**config.mk**
```make
export PLATFORM = sky130hd
export DESIGN_NAME = fuse_rd_seq
export DESIGN_NICKNAME = d
export VERILOG_FILES = /design/src/rtl/fuse_rd_pkg.sv /design/src/rtl/fuse_settle_timer.sv /design/src/rtl/fuse_byte_tracker.sv /design/src/rtl/fuse_rd_seq.sv
export SDC_FILE = /design/constraint.sdc
export NUM_CORES = 1
export LEC_CHECK = 0
export ABC_AREA = 1
export BUFFER_PORTS_ARGS = -buffer_cell sky130_fd_sc_hd__buf_2
export CORE_MARGIN = 10
export CORE_UTILIZATION = 50
export DETAILED_ROUTE_END_ITERATION = 16
export GPL_TIMING_DRIVEN = 0
export PLACE_DENSITY_LB_ADDON = 0.2
export SLEW_MARGIN = 0
export SYNTH_ARGS = -nofsm -noshare
export SYNTH_HDL_FRONTEND = slang
export SYNTH_SLANG_ARGS = --single-unit
export TNS_END_PERCENT = 30
```
**constraint.sdc**
```tcl
create_clock -name clk -period 2.3 [get_ports clk]
set_input_delay 0.115 -clock clk [delete_from_list [all_inputs] [get_ports clk]]
set_output_delay 0.115 -clock clk [all_outputs]
set_load 0.03 [all_outputs]
```
**src/rtl/fuse_rd_pkg.sv**
```systemverilog
package fuse_rd_pkg;
  localparam int FA_W   = 10;
  localparam int FA_LSB = 6;
  localparam int CTRL_W = 16;
  localparam int B_CSB  = 0;
  localparam int B_STRB = 1;
  localparam int B_LOAD = 2;
  localparam int B_PGEN = 3;

  typedef enum logic [2:0] {
    S_STBY, S_LOADW, S_ACLR, S_ASET, S_STRB, S_CAPT, S_SDROP
  } seq_st_t;

  function automatic logic [CTRL_W-1:0] ctrl_pack(input logic csb, input logic strb,
                                                  input logic load, input logic pgen,
                                                  input logic [FA_W-1:0] a);
    logic [CTRL_W-1:0] w;
    w = '0;
    w[FA_LSB +: FA_W] = a;
    w[B_CSB]  = csb;
    w[B_STRB] = strb;
    w[B_LOAD] = load;
    w[B_PGEN] = pgen;
    return w;
  endfunction

  function automatic logic [FA_W-1:0] next_addr(input logic [FA_W-1:0] a);
    return a + 1'b1;
  endfunction
endpackage

```
**src/rtl/fuse_settle_timer.sv**
```systemverilog
module fuse_settle_timer #(
  parameter int SETTLE_CYC = 100
) (
  input  logic clk,
  input  logic rst,
  input  logic load,
  output logic expired
);
  localparam int TW = $clog2(SETTLE_CYC + 1);
  logic [TW-1:0] cnt;

  always_ff @(posedge clk) begin
    if (rst)              cnt <= '0;
    else if (load)        cnt <= TW'(SETTLE_CYC - 1);
    else if (cnt != '0)   cnt <= cnt - 1'b1;
  end

  assign expired = (cnt == '0);

  // every settle interval counts down one step per cycle
  assert_settle_countdown_R6: assert property (@(posedge clk) disable iff (rst)
    (!load && cnt != '0) |=> (cnt == $past(cnt) - 1'b1));
endmodule

```
**src/rtl/fuse_byte_tracker.sv**
```systemverilog
module fuse_byte_tracker
  import fuse_rd_pkg::*;
#(
  parameter int CNT_W = 6
) (
  input  logic             clk,
  input  logic             rst,
  input  logic             load,
  input  logic             step,
  input  logic [FA_W-1:0]  start_addr,
  input  logic [CNT_W-1:0] start_cnt,
  output logic [FA_W-1:0]  cur_addr,
  output logic             last
);
  logic [CNT_W-1:0] left;

  always_ff @(posedge clk) begin
    if (rst) begin
      cur_addr <= '0;
      left     <= '0;
    end else if (load) begin
      cur_addr <= start_addr;
      left     <= start_cnt;
    end else if (step) begin
      cur_addr <= next_addr(cur_addr);
      left     <= left - 1'b1;
    end
  end

  assign last = (left == CNT_W'(1));

  // without a load or step, position and remaining count stay put
  assert_tracker_hold_R9: assert property (@(posedge clk) disable iff (rst)
    (!load && !step) |=> ($stable(cur_addr) && $stable(left)));
  // a step advances the address by one
  assert_step_inc_R7: assert property (@(posedge clk) disable iff (rst)
    step |=> (cur_addr == FA_W'($past(cur_addr) + 1)));
endmodule

```
**src/rtl/fuse_rd_seq.sv**
```systemverilog
module fuse_rd_seq
  import fuse_rd_pkg::*;
#(
  parameter int SETTLE_CYC = 100,
  parameter int CNT_W      = 6
) (
  input  logic             clk,
  input  logic             rst,
  input  logic             req_start,
  input  logic [9:0]       req_addr,
  input  logic [CNT_W-1:0] req_count,
  output logic             busy,
  output logic [15:0]      fuse_ctrl,
  input  logic [7:0]       fuse_dout,
  output logic             out_valid,
  output logic [7:0]       out_data,
  input  logic             out_ready
);
  seq_st_t state, nxt;
  logic tmr_load, tmr_exp;
  logic trk_load, trk_step, trk_last;
  logic [FA_W-1:0] cur_addr;
  logic accept, handoff, capture;

  assign accept  = req_start && (state == S_STBY) && (req_count != '0);
  assign handoff = out_valid && out_ready;
  assign capture = (state == S_STRB) && tmr_exp;

  fuse_settle_timer #(.SETTLE_CYC(SETTLE_CYC)) u_timer (
    .clk(clk), .rst(rst), .load(tmr_load), .expired(tmr_exp)
  );

  fuse_byte_tracker #(.CNT_W(CNT_W)) u_track (
    .clk(clk), .rst(rst), .load(trk_load), .step(trk_step),
    .start_addr(req_addr), .start_cnt(req_count),
    .cur_addr(cur_addr), .last(trk_last)
  );

  always_comb begin
    nxt      = state;
    tmr_load = 1'b0;
    trk_load = 1'b0;
    trk_step = 1'b0;
    case (state)
      S_STBY:  if (accept) begin nxt = S_LOADW; tmr_load = 1'b1; trk_load = 1'b1; end
      S_LOADW: if (tmr_exp) nxt = S_ACLR;
      S_ACLR:  begin nxt = S_ASET; tmr_load = 1'b1; end
      S_ASET:  if (tmr_exp) begin nxt = S_STRB; tmr_load = 1'b1; end
      S_STRB:  if (tmr_exp) nxt = S_CAPT;
      S_CAPT:  if (handoff) begin nxt = S_SDROP; tmr_load = 1'b1; end
      S_SDROP: if (tmr_exp) begin
                 if (trk_last) nxt = S_STBY;
                 else begin nxt = S_ACLR; trk_step = 1'b1; end
               end
      default: nxt = S_STBY;
    endcase
  end

  always_ff @(posedge clk) begin
    if (rst) state <= S_STBY;
    else     state <= nxt;
  end

  always_ff @(posedge clk) begin
    if (rst) begin
      out_valid <= 1'b0;
      out_data  <= '0;
    end else if (capture) begin
      out_valid <= 1'b1;
      out_data  <= fuse_dout;
    end else if (handoff) begin
      out_valid <= 1'b0;
    end
  end

  always_comb begin
    case (state)
      S_LOADW, S_ACLR: fuse_ctrl = ctrl_pack(1'b0, 1'b0, 1'b1, 1'b1, '0);
      S_ASET, S_SDROP: fuse_ctrl = ctrl_pack(1'b0, 1'b0, 1'b1, 1'b1, cur_addr);
      S_STRB, S_CAPT:  fuse_ctrl = ctrl_pack(1'b0, 1'b1, 1'b1, 1'b1, cur_addr);
      default:         fuse_ctrl = ctrl_pack(1'b1, 1'b0, 1'b0, 1'b1, '0);
    endcase
  end

  assign busy = (state != S_STBY);

  // an offered byte waits, unchanged, for the consumer
  assert_out_hold_R5: assert property (@(posedge clk) disable iff (rst)
    (out_valid && !out_ready) |=> (out_valid && $stable(out_data)));
  // strobe stays high and the chip selected while a byte is offered
  assert_valid_strobe_R4: assert property (@(posedge clk) disable iff (rst)
    out_valid |-> (fuse_ctrl[B_STRB] && !fuse_ctrl[B_CSB]));
  // the address is already in place when strobe rises
  assert_addr_before_strobe_R3: assert property (@(posedge clk) disable iff (rst)
    $rose(fuse_ctrl[B_STRB]) |-> (fuse_ctrl[FA_LSB +: FA_W] == $past(fuse_ctrl[FA_LSB +: FA_W])));
  // leaving a request always lands on standby
  assert_standby_exit_R8: assert property (@(posedge clk) disable iff (rst)
    $fell(busy) |-> (fuse_ctrl == 16'h0009 && !out_valid));
  // a request only starts from a start pulse
  assert_start_cause_R2: assert property (@(posedge clk) disable iff (rst)
    $rose(busy) |-> $past(req_start));
endmodule

```
==> qor.yml, run 1 <==
outcome:
  status: "complete, no violations"
power_and_ir_drop:
  power_uw: 3060
  power.leakage_uw: 0.00132
  p_per_area_nw_per_um2: 1130
  ir_worst_vdd_mv: 0.545
global_route:
  grt_pass1_wl_um: 9780
  overflow: 0
  antenna_found_initial: 0
  grt_use_met2: 0.259
  grt_util_met3: 0.0506
  busiest_layer: "met2"
  use_met1: 0.182
  grt_use_total: 0.155
  grt_pass1_vias: 2176
  grt_max_degree: 12
setup_path:
  crit_path_end_kind: "output port"
  crit_required_ns: 2.18
  arrival_ns: 1.83
  critPathLaunch: "state[0]"
  path_max_fanout: 10
  crit_type: "register to output port"
  critPathLaunchType: "register"
  worstReg2RegStart: "u_timer.cnt[0]"
sta:
  slew_violations: 0
  fmax_mhz: 515
  slew_headroom: 0.619
  layout_setup_ws_ns: 0.358
  fin_skew_ns: 0.00691
  fin_crit_ns: 1.94
  tightestPinTransition_ns: 0.572
  rsz0062_at_grt: "no"
  finalCritPeriodShare: 0.844
  holdWs_ns: 0.0452
  setup_viol_count_final: 0
  final_hold_viol_count: 0
  finalSetupTns_ns: 0
logic_synthesis:
  synthesis.area_um2: 2270
  synthArstFlopShare: 0
  synth.top_cell.area_share: 0.309
  yosys_warnings: 0
  synth_flop_cell: "dfxtp_1"
  ys_top_cells_by_area: "dfxtp_1 31%, nor2_1 11%, nand2_1 11%"
  synth_edf_count: 0
  syn_area_per_cell_um2: 6.78
  synth_cell_type_count: 33
  synth.most_common_cell: "nor2_1"
  postSynthCellCount: 335
  ys_seq_area_frac: 0.309
  synth_common_cells: "68 x nor2_1, 67 x nand2_1, 37 x inv_1"
  ys_seq_elements: 35
  synth_area_leader_cell: "dfxtp_1"
detailed_routing:
  ant_nets: 0
  via_count: 2211
  drt_iter0_drc: 109
  via_per_inst: 4.97
  drt_pass1_iterations: 4
  drc: 0
  wire_per_inst_um: 12.8
  routed_wl_um: 5680
clock_network:
  clk_pin_slew_ns: 0.08
  cts_made_buffers: 5
  ctsHoldBuffers: 0
  insertion_delay_ns: 0.29
  cts_tree: "built"
  cts.htree.levels: 2
  cts_buffer_depth: 2
  postCtsSetupBuffers: 0
  ctsResizeCount: 0
  root_buffer: "clkbuf_8"
  cts.sinks: 35
min_path:
  worstHoldPathType: "primary input to register"
  hold_start: "fuse_dout[3]"
floorplan:
  dieArea_um2: 7640
  num_io_pins: 54
  rows: 24
  core_area_um2: 4380
  die_h_um: 87.4
  die_x_um: 87.4
  initial_core_util: 0.518
finish:
  layout.nets: 425
  layout.cells.non_filler: 445
  n_fill_cell: 426
  antenna_cells: 0
  drive_above_1_share: 0.262
  syn_to_final_growth_pct: 19.0
placed_design:
  place.gp.congestion: 0.869
  dp_slack_ns: 0.603
  io_buffers: 49
  dp.cells: 437
  dp_hpwl_um: 4330
run:
  max_cap_viol_count: 0
[stage by stage]
stage          instance area (um2)  utilization
6_report                      2700        0.616
5_1_grt                       2700        0.616
4_1_cts                       2700        0.616
2_1_floorplan                 2270            -
3_5_place_dp                  2580        0.590
3_3_place_gp                  2580        0.590
[layer usage]
| layer | wire (um) | vias to the layer above |
|---|---|---|
| met3 | 321 | 5 |
| met2 | 2760 | 47 |
| met1 | 2550 | 1007 |
| li1 | - | 1152 |
| met5 | 0 | - |
| met4 | 46 | 0 |
[final cells by class]
class                   count  area (um2)  share of cell area
well taps                  52        65.1              0.0241
flip-flops and latches     35         701               0.259
clock inverters             2        35.0              0.0130
plain buffers              11        81.3              0.0301
repair buffers             49         245              0.0907
inverters                  41         156              0.0579
clock buffers               6        82.6              0.0306
multi-input cells         249        1340               0.494
[cells in the final DEF (no fill, tap or decap), types with 5 or more instances in the layout]
cell      instances
nor2_1           68
nand2_1          67
buf_2            51
inv_1            37
dfxtp_1          35
nand3_1          21
a21oi_1          14
o21ai_0          11
nor2_4            7
xor2_1            7
o21ai_1           7
clkbuf_8          6
nand3_2           5
a21oi_2           5
nor3_2            5
ha_1              5
[power breakdown]
| part | switching, uW | leakage [uW] | internal, uW |
|---|---|---|---|
| Clock | 234 | 0.0000612 | 351 |
| Sequential | 150 | 0.000287 | 756 |
| Combinational | 1000 | 0.000971 | 566 |
[flip-flops by register name, summed over array words and instances (netlist names)]
signal / count
state: 3
u_track.left: 6
u_timer.cnt: 7
out_data: 8
out_valid: 1
u_track.cur_addr: 10
[cell families after synthesis]
group,count (synthesis),synth area share
AO/OA/AOI/OAI,38,0.0931
XOR/XNOR,11,0.0424
adder cells (fa/ha/maj),5,0.0275
buffers and inverters,52,0.105
flip-flops,35,0.309
other,2,0.00331
AND/OR/NAND/NOR,192,0.420
[path summary, 6_finish.rpt]
kind                         end  slack (ns)  cells past startpoint
max                 fuse_ctrl[6]        0.36                      7
min                  out_data[3]        0.05                      3
max reg2reg  u_track.cur_addr[8]        0.61                      9
min reg2reg            out_valid        0.50                      2
[worst max-delay path, cell delays in order, from the launching register on]
cell,delay [ns]
dfxtp_1,0.31
buf_6,0.13
nor2_4,0.14
nand2_1,0.13
nand3_1,0.15
clkinv_1,0.28
nor2_1,0.17
buf_2,0.22
No activity file was read; power rests on OpenSTA's default activity.
==> run 2, diff against run 1 <==
clock period = 1.9 ns   (was 2.3 ns; I/O delays follow)
==> qor.yml, run 2 (same netlist as run 1, synthesis figures left out) <==
outcome:
  status: "complete, no violations"
sta:
  fmax_mhz: 585
  fin_skew_ns: 0.00696
  slew_headroom: 0.620
  tightestPinTransition_ns: 0.570
  setup_viol_count_final: 0
  finalSetupTns_ns: 0
  finalCritPeriodShare: 0.899
  rsz0062_at_grt: "no"
  fin_crit_ns: 1.71
  layout_setup_ws_ns: 0.191
  final_hold_viol_count: 0
  slew_violations: 0
power_and_ir_drop:
  p_int_uw: 2030
  p_sw_uw: 1680
  p_per_area_nw_per_um2: 1370
  swShare: 0.453
  power.leakage_uw: 0.00132
  power_frac_comb: 0.513
  seqPwrFrac: 0.296
  clkPwrFrac: 0.191
  ir_worst_vdd_mv: 0.678
setup_path:
  crit_type: "register to output port"
  arrival_ns: 1.61
  reg2reg_slack_ns: 0.22
  crit_required_ns: 1.80
  crit_path_end_kind: "output port"
  r2r_cells: 9
  critPathLaunchType: "register"
  path_max_fanout: 7
  worstReg2RegStart: "u_timer.cnt[0]"
  r2r_end: "u_track.cur_addr[8]"
clock_network:
  clk_pin_slew_ns: 0.08
  cts.htree.levels: 2
  cts_made_buffers: 5
  cts_tree: "built"
  root_buffer: "clkbuf_8"
  cts.sinks: 35
  cts_buffer_depth: 2
  insertion_delay_ns: 0.29
detailed_routing:
  wire_per_inst_um: 12.8
  drc: 0
  via_per_inst: 4.96
  ant_nets: 0
  routed_wl_um: 5680
  via_count: 2208
  drt_pass1_iterations: 4
  drt_iter0_drc: 124
finish:
  syn_to_final_growth_pct: 19.1
  final_common_cell: "nor2_1"
  largest_reg_flops: 10
  antenna_cells: 0
  layout_common_cells: "68 x nor2_1, 67 x nand2_1, 51 x buf_2, 37 x inv_1, 35 x dfxtp_1"
  drive_above_1_share: 0.265
  layout.nets: 425
  regMostFlops: "u_track.cur_addr"
  largestRegisters: "u_track.cur_addr: 10 flops, out_data: 8 flops, u_timer.cnt: 7 flops"
min_path:
  holdPathEnd: "out_data[3]"
  hold_start: "fuse_dout[3]"
  worstHoldPathType: "primary input to register"
  holdPathStages: 3
placed_design:
  io_buffers: 49
  dp_hpwl_um: 4330
  dp_slack_ns: 0.203
  place.gp.congestion: 0.869
global_route:
  grt_max_degree: 12
  grt_pass1_wl_um: 9780
  overflow: 0
  grt_pass1_vias: 2176
  antenna_found_initial: 0
  grt_use_total: 0.155
floorplan:
  num_io_pins: 54
  initial_core_util: 0.518
  dieArea_um2: 7640
  core_area_um2: 4380
  die_h_um: 87.4
  rows: 24
  die_x_um: 87.4
run:
  max_cap_viol_count: 0
[run 2: changes by cell type in the layout (fill, tap and decap cells not counted), sizes merged]
cell    delta
clkinv     -1
inv        +1
[run 2: how the worst max path moves through the flow]
| stage | from | to | slack [ns] |
|---|---|---|---|
| finish | state[0] | fuse_ctrl[2] | 0.19 |
| CTS | state[0] | fuse_ctrl[6] | 0.12 |
| detailed placement | u_timer.cnt[0] | u_track.cur_addr[8] | 0.20 |
| global route | u_timer.cnt[0] | u_track.cur_addr[1] | 0.01 |
| floorplan | state[0] | fuse_ctrl[2] | 0.31 |
| global placement | u_timer.cnt[0] | u_track.cur_addr[8] | 0.21 |
[run 2: power by group through the flow]
stage	sequential, uW	clock, uW	combinational, uW
CTS	1090	723	1920
global route	1120	760	2160
finish	1100	708	1900
detailed placement	1110	0	1910
global placement	1100	0	1870
floorplan	1070	0	1550
[run 2: critical path, cell delays in order, from the launching register on]
cell     delay [ns]
dfxtp_1        0.33
buf_6          0.13
inv_1          0.06
nand2_2        0.11
nand2_1        0.06
nand2_1        0.06
nand3_1        0.14
nor2_1         0.19
inv_1          0.06
buf_2          0.17
[run 2: timing repair]
item / CTS / global route
hold buffers: 0 / 0
setup endpoints to repair: 10 / 6
gates resized for setup: 1 / 1
setup buffers: 0 / 0
pin swaps: 0 / 1
[run 2: cell type report]
type	instances	area, um2
well taps	52	65.1
clock buffers	6	82.6
inverters	41	159
multi-input cells	249	1340
plain buffers	11	81.3
fillers	427	1680
flip-flops and latches	35	701
repair buffers	49	245
clock inverters	2	35.0
[run 2: stage by stage]
| stage | power [uW] | util | cells | hold slack, ns | instance area (um2) |
|---|---|---|---|---|---|
| finish | 3710 | 0.617 | 445 | 0.0252 | 2710 |
| global route | 4040 | 0.617 | 445 | 0.0324 | 2710 |
| CTS | 3740 | 0.617 | 445 | 0.0172 | 2700 |
| detailed placement | 3020 | 0.590 | 437 | 0.323 | 2580 |
| global placement | 2970 | 0.590 | 437 | 0.316 | 2580 |
| floorplan | 2620 | - | 336 | 0.230 | 2270 |
[run 2: per-layer routing]
| metal | vias to the layer above | global-route usage | wire length [um] |
|---|---|---|---|
| met3 | 5 | 0.0506 | 261 |
| met5 | - | 0 | 0 |
| li1 | 1153 | - | - |
| met1 | 1007 | 0.182 | 2590 |
| met2 | 43 | 0.259 | 2780 |
| met4 | 0 | 0.0478 | 46 |
==> run 3, diff against run 2 <==
CORE_ASPECT_RATIO = 1.2   (was unset)
==> qor.yml, run 3 (same netlist as run 1, synthesis figures left out) <==
detailed_routing:
  drc: 0
  routed_wl_um: 5650
  ant_nets: 0
  via_per_inst: 4.94
  drt_iter0_drc: 124
  drt_pass1_iterations: 4
  via_count: 2206
  wire_per_inst_um: 12.6
setup_path:
  arrival_ns: 1.63
  critPathLaunchType: "register"
  reg2reg_slack_ns: 0.22
  r2r_cells: 9
  crit_path_end_kind: "output port"
  crit_required_ns: 1.80
  r2r_end: "u_track.cur_addr[7]"
  crit_type: "register to output port"
  worstReg2RegStart: "u_timer.cnt[0]"
  path_max_fanout: 10
power_and_ir_drop:
  p_per_area_nw_per_um2: 1310
  power.leakage_uw: 0.00130
  ir_worst_vdd_mv: 0.919
placed_design:
  dp_hpwl_um: 4400
  io_buffers: 49
  placed_area_um2: 2590
  place.gp.congestion: 0.928
sta:
  tightestPinTransition_ns: 0.591
  fin_skew_ns: 0.00335
  fin_crit_ns: 1.72
  final_hold_viol_count: 0
  slew_violations: 0
  fmax_mhz: 580
  rsz0062_at_grt: "no"
  finalCritPeriodShare: 0.907
  setup_viol_count_final: 0
  finalSetupTns_ns: 0
  slew_headroom: 0.606
clock_network:
  root_buffer: "clkbuf_8"
  postCtsSetupBuffers: 0
  cts.htree.levels: 2
  cts_buffer_depth: 2
  cts_made_buffers: 5
  cts_tree: "built"
  cts.sinks: 35
  insertion_delay_ns: 0.29
  clk_pin_slew_ns: 0.07
finish:
  largest_reg_flops: 10
  layout.nets: 425
  layout_common_cells: "68 x nor2_1, 67 x nand2_1, 51 x buf_2, 37 x inv_1, 34 x dfxtp_1"
  drive_above_1_share: 0.261
  syn_to_final_growth_pct: 17.4
  antenna_cells: 0
  fin_area_um2: 2670
  regMostFlops: "u_track.cur_addr"
  final_common_cell: "nor2_1"
  largestRegisters: "u_track.cur_addr: 10 flops, out_data: 8 flops, u_timer.cnt: 7 flops"
  fin_util: 0.616
global_route:
  grt_max_degree: 11
  grt_pass1_wl_um: 9750
  overflow: 0
  grt_use_total: 0.158
  antenna_found_initial: 0
  grt_pass1_vias: 2217
min_path:
  worstHoldPathType: "primary input to register"
  holdPathStages: 3
  hold_start: "fuse_dout[6]"
  holdPathEnd: "out_data[6]"
floorplan:
  die_h_um: 93.8
  dieArea_um2: 7650
  die_x_um: 81.5
  rows: 26
  core_area_um2: 4330
  num_io_pins: 54
  initial_core_util: 0.525
run:
  max_cap_viol_count: 0
outcome:
  status: "complete, no violations"
-- run 3: critical path, stage by stage, from the launching register on --
cell	delay [ns]
dfxtp_1	0.31
buf_6	0.13
nor2_4	0.14
nand2_1	0.14
nand3_1	0.18
inv_4	0.09
nor2_1	0.14
buf_2	0.22
-- run 3: metrics by stage --
step	total power, uW	std cells	hold slack [ns]	setup slack, ns
6_report	3500	447	0.0266	0.176
3_5_place_dp	3020	441	0.325	0.200
2_1_floorplan	2620	336	0.230	0.313
3_3_place_gp	2970	441	0.317	0.236
4_1_cts	3520	447	0.0286	0.0917
5_1_grt	3840	447	0.0280	0.0215
-- run 3: routing by layer --
| metal | share of wire | global-route usage | vias to the layer above |
|---|---|---|---|
| met5 | 0 | 0 | - |
| met4 | 0.016 | 0.0578 | 0 |
| met3 | 0.072 | 0.0575 | 9 |
| met2 | 0.50 | 0.264 | 59 |
| met1 | 0.41 | 0.177 | 985 |
| li1 | - | - | 1153 |
-- run 3: timing repair --
action | 4_1_cts | 5_1_grt
resized for setup | 1 | 2
endpoints found under the setup margin | 9 | 6
hold buffers | 0 | 0
-- run 3: power breakdown --
group          leakage [uW]  internal (uW)  switching (uW)
Sequential         0.000287            919             176
Clock             0.0000371            244             253
Combinational      0.000972            686            1220
-- run 3: worst max-delay path by stage --
stage	from	end	slack, ns	cells past startpoint
after global placement	u_timer.cnt[0]	u_track.cur_addr[7]	0.24	9
after global routing	state[0]	fuse_ctrl[0]	0.02	8
after detailed placement	u_timer.cnt[0]	u_track.cur_addr[7]	0.20	9
after floorplan	state[0]	fuse_ctrl[2]	0.31	8
after CTS	state[0]	fuse_ctrl[8]	0.09	7
final	state[0]	fuse_ctrl[8]	0.18	7
-- run 3: cell type report --
class	count	area, um2
Clock buffer	6	72.6
Tap cell	56	70.1
Timing Repair Buffer	49	245
Buffer	11	81.3
Multi-Input combinational cell	249	1340
Inverter	41	159
Fill cell	441	1660
Sequential cell	35	702
